**src/rtl/rs_pkg.sv**
```systemverilog
package rs_pkg;
    localparam int NUM_RS = 5;
    localparam int TAG_W  = 3;
    localparam int DATA_W = 32;
    localparam int OP_W   = 4;
    localparam int KIND_W = $clog2(NUM_RS + 1);

    typedef enum logic [KIND_W-1:0] {
        K_ALU = 3'd0,
        K_LD  = 3'd1,
        K_ST  = 3'd2,
        K_FP1 = 3'd3,
        K_FP2 = 3'd4
    } rs_kind_e;

    typedef logic [TAG_W-1:0]  tag_t;
    typedef logic [DATA_W-1:0] word_t;

    typedef struct packed {
        tag_t  tag;
        word_t val;
    } opnd_t;

    typedef struct packed {
        logic            busy;
        logic [OP_W-1:0] op;
        tag_t            dst;
        opnd_t           a;
        opnd_t           b;
    } rs_slot_t;

    function automatic logic tag_hit(tag_t pending, logic bv, tag_t bt);
        return bv && (pending != '0) && (pending == bt);
    endfunction
endpackage

```
**src/rtl/rs_operand_sel.sv**
```systemverilog
module rs_operand_sel
    import rs_pkg::*;
(
    input  tag_t  tag,
    input  logic  in_buf,
    input  word_t rf_val,
    input  word_t buf_val,
    input  logic  bc_valid,
    input  tag_t  bc_tag,
    input  word_t bc_val,
    output opnd_t res
);
    always_comb begin
        if (tag == '0)
            res = '{tag: '0, val: rf_val};
        else if (in_buf)
            res = '{tag: '0, val: buf_val};
        else if (tag_hit(tag, bc_valid, bc_tag))
            res = '{tag: '0, val: bc_val};
        else
            res = '{tag: tag, val: '0};
    end
endmodule

```
**src/rtl/rs_entry.sv**
```systemverilog
module rs_entry
    import rs_pkg::*;
(
    input  logic            clk,
    input  logic            rst,
    input  logic            flush,
    input  logic            alloc,
    input  logic [OP_W-1:0] op_in,
    input  tag_t            dst_in,
    input  opnd_t           a_in,
    input  opnd_t           b_in,
    input  logic            bc_valid,
    input  tag_t            bc_tag,
    input  word_t           bc_val,
    input  logic            go,
    output rs_slot_t        slot,
    output logic            ready
);
    assign ready = slot.busy && (slot.a.tag == '0) && (slot.b.tag == '0);

    always_ff @(posedge clk) begin
        if (rst || flush) begin
            slot <= '0;
        end else if (alloc) begin
            slot <= '{busy: 1'b1, op: op_in, dst: dst_in, a: a_in, b: b_in};
        end else if (slot.busy) begin
            if (go && ready) begin
                slot.busy <= 1'b0;
            end else begin
                if (tag_hit(slot.a.tag, bc_valid, bc_tag))
                    slot.a <= '{tag: '0, val: bc_val};
                if (tag_hit(slot.b.tag, bc_valid, bc_tag))
                    slot.b <= '{tag: '0, val: bc_val};
            end
        end
    end

    assert_issue_frees_R10: assert property (@(posedge clk) disable iff (rst)
        (ready && go && !flush && !alloc) |=> !slot.busy);

    assert_flush_clears_R11: assert property (@(posedge clk) disable iff (rst)
        flush |=> !slot.busy);

    assert_capture_a_R7: assert property (@(posedge clk) disable iff (rst)
        (slot.busy && !alloc && !flush && bc_valid && slot.a.tag != '0 && bc_tag == slot.a.tag)
        |=> (slot.a.tag == '0 && slot.a.val == $past(bc_val)));

    assert_capture_b_R7: assert property (@(posedge clk) disable iff (rst)
        (slot.busy && !alloc && !flush && bc_valid && slot.b.tag != '0 && bc_tag == slot.b.tag)
        |=> (slot.b.tag == '0 && slot.b.val == $past(bc_val)));

    assert_wait_holds_R6: assert property (@(posedge clk) disable iff (rst)
        (slot.busy && !alloc && !flush && !(bc_valid && bc_tag == slot.a.tag))
        |=> $stable(slot.a.tag));
endmodule

```
**src/rtl/rs_array.sv**
```systemverilog
module rs_array
    import rs_pkg::*;
(
    input  logic                              clk,
    input  logic                              rst,
    input  logic                              flush,
    input  logic                              disp_valid,
    input  logic [KIND_W-1:0]                 disp_kind,
    input  logic [OP_W-1:0]                   disp_op,
    input  logic [TAG_W-1:0]                  disp_dst,
    input  logic [TAG_W-1:0]                  src_a_tag,
    input  logic                              src_a_inbuf,
    input  logic [DATA_W-1:0]                 src_a_rf,
    input  logic [DATA_W-1:0]                 src_a_buf,
    input  logic [TAG_W-1:0]                  src_b_tag,
    input  logic                              src_b_inbuf,
    input  logic [DATA_W-1:0]                 src_b_rf,
    input  logic [DATA_W-1:0]                 src_b_buf,
    input  logic                              bc_valid,
    input  logic [TAG_W-1:0]                  bc_tag,
    input  logic [DATA_W-1:0]                 bc_val,
    input  logic [NUM_RS-1:0]                 issue_go,
    output logic                              disp_stall,
    output logic [NUM_RS-1:0]                 st_busy,
    output logic [NUM_RS-1:0]                 st_ready,
    output logic [NUM_RS-1:0][OP_W-1:0]       iss_op,
    output logic [NUM_RS-1:0][TAG_W-1:0]      iss_dst,
    output logic [NUM_RS-1:0][DATA_W-1:0]     iss_va,
    output logic [NUM_RS-1:0][DATA_W-1:0]     iss_vb
);
    opnd_t                 opa, opb;
    rs_slot_t [NUM_RS-1:0] slots;
    logic     [NUM_RS-1:0] alloc_vec;
    logic                  kind_ok;

    rs_operand_sel u_sel_a (
        .tag(src_a_tag), .in_buf(src_a_inbuf), .rf_val(src_a_rf), .buf_val(src_a_buf),
        .bc_valid(bc_valid), .bc_tag(bc_tag), .bc_val(bc_val), .res(opa)
    );

    rs_operand_sel u_sel_b (
        .tag(src_b_tag), .in_buf(src_b_inbuf), .rf_val(src_b_rf), .buf_val(src_b_buf),
        .bc_valid(bc_valid), .bc_tag(bc_tag), .bc_val(bc_val), .res(opb)
    );

    assign kind_ok    = disp_kind < KIND_W'(NUM_RS);
    assign disp_stall = disp_valid && kind_ok && (|(st_busy & (NUM_RS'(1) << disp_kind)));

    for (genvar i = 0; i < NUM_RS; i++) begin : g_st
        assign alloc_vec[i] = disp_valid && !flush && (disp_kind == KIND_W'(i)) && !slots[i].busy;

        rs_entry u_entry (
            .clk(clk), .rst(rst), .flush(flush), .alloc(alloc_vec[i]),
            .op_in(disp_op), .dst_in(disp_dst), .a_in(opa), .b_in(opb),
            .bc_valid(bc_valid), .bc_tag(bc_tag), .bc_val(bc_val),
            .go(issue_go[i]), .slot(slots[i]), .ready(st_ready[i])
        );

        assign st_busy[i] = slots[i].busy;
        assign iss_op[i]  = slots[i].op;
        assign iss_dst[i] = slots[i].dst;
        assign iss_va[i]  = slots[i].a.val;
        assign iss_vb[i]  = slots[i].b.val;
    end

    assert_single_alloc_R2: assert property (@(posedge clk) disable iff (rst)
        $onehot0(alloc_vec));

    assert_stall_blocks_R3: assert property (@(posedge clk) disable iff (rst)
        disp_stall |-> (alloc_vec == '0));

    assert_ready_implies_busy_R9: assert property (@(posedge clk) disable iff (rst)
        (st_ready & ~st_busy) == '0);
endmodule

```
**config.mk**
```make
export PLATFORM = sky130hd
export DESIGN_NAME = rs_array
export DESIGN_NICKNAME = d
export VERILOG_FILES = /design/src/rtl/rs_pkg.sv /design/src/rtl/rs_operand_sel.sv /design/src/rtl/rs_entry.sv /design/src/rtl/rs_array.sv
export SDC_FILE = /design/constraint.sdc
export NUM_CORES = 1
export LEC_CHECK = 0
export BUFFER_PORTS_ARGS = -buffer_cell sky130_fd_sc_hd__buf_2
export CAP_MARGIN = 20
export CORE_MARGIN = 4
export CORE_UTILIZATION = 49
export CTS_CLUSTER_DIAMETER = 80
export DETAILED_ROUTE_END_ITERATION = 8
export HOLD_SLACK_MARGIN = 0.15
export PLACE_DENSITY = 0.76
export SYNTH_ARGS = -nofsm -noshare
export SYNTH_HDL_FRONTEND = slang
export SYNTH_HIERARCHICAL = 1
export SYNTH_SLANG_ARGS = --single-unit
```
**constraint.sdc**
```tcl
create_clock -name clk -period 2.3 [get_ports clk]
set_input_delay 0.345 -clock clk [delete_from_list [all_inputs] [get_ports clk]]
set_output_delay 0.345 -clock clk [all_outputs]
set_load 0.01 [all_outputs]
```
==> metrics.cfg <==
[worst_setup_path]
crit_start=g_st[0].u_entry/slot[34]
endpoint=st_ready[0]
critPathMaxFanout=4
rr_worst_depth=6
worstSetupStartpointType=flop
cp_top_family=simple AND/OR/NAND/NOR gates
cp_data_arrival_time_ps=1850
end_kind=primary output
critPathMaxStageDelay_ps=440
r2r-start=g_st[3].u_entry/slot[33]
cp.depth=3
required_ps=1960
critPathKind=flop to primary output
path_cells=nor4_1 -> and3_1 -> buf_2
r2r-end=g_st[3].u_entry/slot[2]
r2r_slack_ps=160
crit_buf_inv=1
slowest_stage=nor4_1

[power_and_ir_drop]
swShare=0.270
p_int_mw=11.9
p_clk_frac=0.451
p_comb_frac=0.129
powerDensity_nw_per_um2=603
power_frac_seq=0.420
vdd_drop_max_uv=492
p_leak_nw=10.5
switchingPower_mw=4.40

[place]
place_inst=3435
hpwlAfterDp_um=64100
routabilityCongestion=0.958
port_buffers=556
placed_cell_area_um2=25400

[sta]
slew_headroom=0.408
skew_ps=23.3
period_needed_ps=2190
setup_viol=0
rsz0062_at_grt=false
fin_crit_sh=0.952
finalHoldViolations=0
final_max_slew_viol_count=0
worstMarginPinSlew_ps=888
max_freq_mhz=457

[layout]
fillerInstances=3605
drive_above_1_share=0.389
reg_top3=g_st.u_entry/slot x390
area_growth_pct=26.7
stdcell_count=3523
stdcell_area_um2=27000
nets=3094
largest-register=g_st.u_entry/slot
largest_reg_flops=390

[global_routing]
antenna_found_initial=8
grt_overflow=0
grt_max_degree=75
track_usage=0.350
grt_pass1_wl_um=128000
grt_pass1_vias=21421

[yosys]
ys.flop_type=dfxtp_1
synth_edf_count=0
syn_area_per_cell_um2=9.05
ys_seq_area_frac=0.366
synth_top_area_share=0.366
synth_fp_nets=2545
synth_commonest_cells=390 x dfxtp_1, 273 x a21oi_1, 263 x nand2_1, 196 x mux2i_1, 166 x inv_1
yosys.area.top_type=dfxtp_1
synth_seq_cells=390
yosysMostFrequentCell=dfxtp_1
yosysWarnings=6
synthTopCellsByArea=dfxtp_1 37%, a221oi_2 11%, mux2i_1 9.2%
syn_inst=2354
synthArstFlopShare=0
yosysUniqueCellTypes=48
syn_area_um2=21300

[hold_path]
hold_depth=4
hp-class=input pin to flop

[clocking]
numCtsBuffers=44
cts_tree=done
cts_root_buf=clkbuf_16
htree_levels=2
cts_max_path_buffers=3
clkSlewWorstSetupHoldPaths_ps=60
clk_latency_ps=580
ctsResizeCount=0
cts.sinks=390

[floorplan]
core_um2=43100
dieWidth_um=217
initial_core_util=0.495
num_rows=76
ioPinCount=557
die-area_um2=46900
die_h_um=217

[drt]
drt-pass1-iter-count=8
routed_wl_um=87600
drcViolationCount=0
ant_nets=0
drtIter0Drc=2496
viasPerCell=6.20
num_vias=21847
wl_per_cell_um=24.9

[job]
cap_violations=0

[run_status]
status=completed

cells in the final DEF, fill, tap and decap left out, types with 15 or more instances in the layout:
master,Yosys,routed
a22oi_1,15,15
buf_12,0,50
o21ai_0,22,22
a31o_1,62,62
nand2_1,263,263
a221oi_2,150,150
dfxtp_1,390,390
clkbuf_16,0,45
nor2_1,76,71
inv_1,166,166
xor2_1,17,17
nand3b_1,15,15
a21oi_2,140,140
buf_4,15,114
a21oi_1,273,273
nor4_1,76,76
o21ai_1,140,140
mux2i_1,196,196
buf_2,29,556
through the flow:
| stage | utilization | setup TNS [ps] | total power [mW] | hold WS [ps] | setup WS [ps] |
|---|---|---|---|---|---|
| floorplan | - | 0 | 8.10 | 488 | 39.5 |
| CTS | 0.627 | 0 | 16.3 | 180 | 73.7 |
| finish | 0.627 | 0 | 16.3 | 211 | 110 |
| global route | 0.627 | 0 | 16.7 | 252 | 56.8 |
| detailed placement | 0.590 | -1110 | 9.00 | 456 | -60.5 |
| global placement | 0.590 | -102 | 8.95 | 453 | -43.2 |
worst min path at each step:
stage	from	to	slack, ps
global placement	g_st[3].u_entry/slot[62]	g_st[3].u_entry/slot[62]	450
detailed placement	g_st[0].u_entry/slot[56]	g_st[0].u_entry/slot[56]	460
CTS	bc_tag[0]	g_st[3].u_entry/slot[32]	180
floorplan	g_st[1].u_entry/slot[68]	g_st[1].u_entry/slot[68]	490
global route	bc_val[1]	g_st[2].u_entry/slot[1]	250
finish	bc_tag[0]	g_st[3].u_entry/slot[32]	210
layer usage:
metal / track usage / vias up / routed length (um)
li1: - / 9645 / -
met1: 0.433 / 10438 / 33800
met2: 0.564 / 1425 / 39900
met3: 0.0848 / 335 / 9010
met4: 0.189 / 4 / 4830
met5: 0 / - / 23
cell families (layout without fill, tap and decap cells):
family,Yosys count,after routing,share of synthesized area
compound gates,852,852,0.327
xor+xnor,22,22,0.00904
buf+inv,390,969,0.0918
flops,390,390,0.366
mux,196,196,0.0920
other cells,0,5,0
simple gates,504,504,0.114
power by group through the flow:
stage          Clock (mW)  Sequential (mW)  Combinational, mW
2_1_floorplan           0             7.00               1.10
3_3_place_gp            0             6.99               1.96
3_5_place_dp            0             6.99               2.01
4_1_cts              7.43             6.84               2.03
5_1_grt              7.68             6.84               2.20
6_report             7.35             6.84               2.10
layout make-up:
class	instances	area, um2	area share
clock buffer	59	1260	0.0466
tap	585	732	0.0271
clock inverter	17	229	0.00848
multi-input combinational	1574	11600	0.431
inverter	166	623	0.0231
sequential	390	7810	0.289
timing repair buffer	727	4710	0.174
antenna	5	12.5	0.000463
worst reg2reg max path: stages (launching register included):
cell       delay, ps
dfxtp_1          350
or3b_1           420
a2111oi_2        460
or3_2            320
buf_12           230
o21ai_0          120
a21oi_1          170
timing repair:
action,in CTS,in global routing
setup buffers,0,0
hold buffers,7,0
hold endpoints to repair,34,0
(Power assumes the default switching activity.)
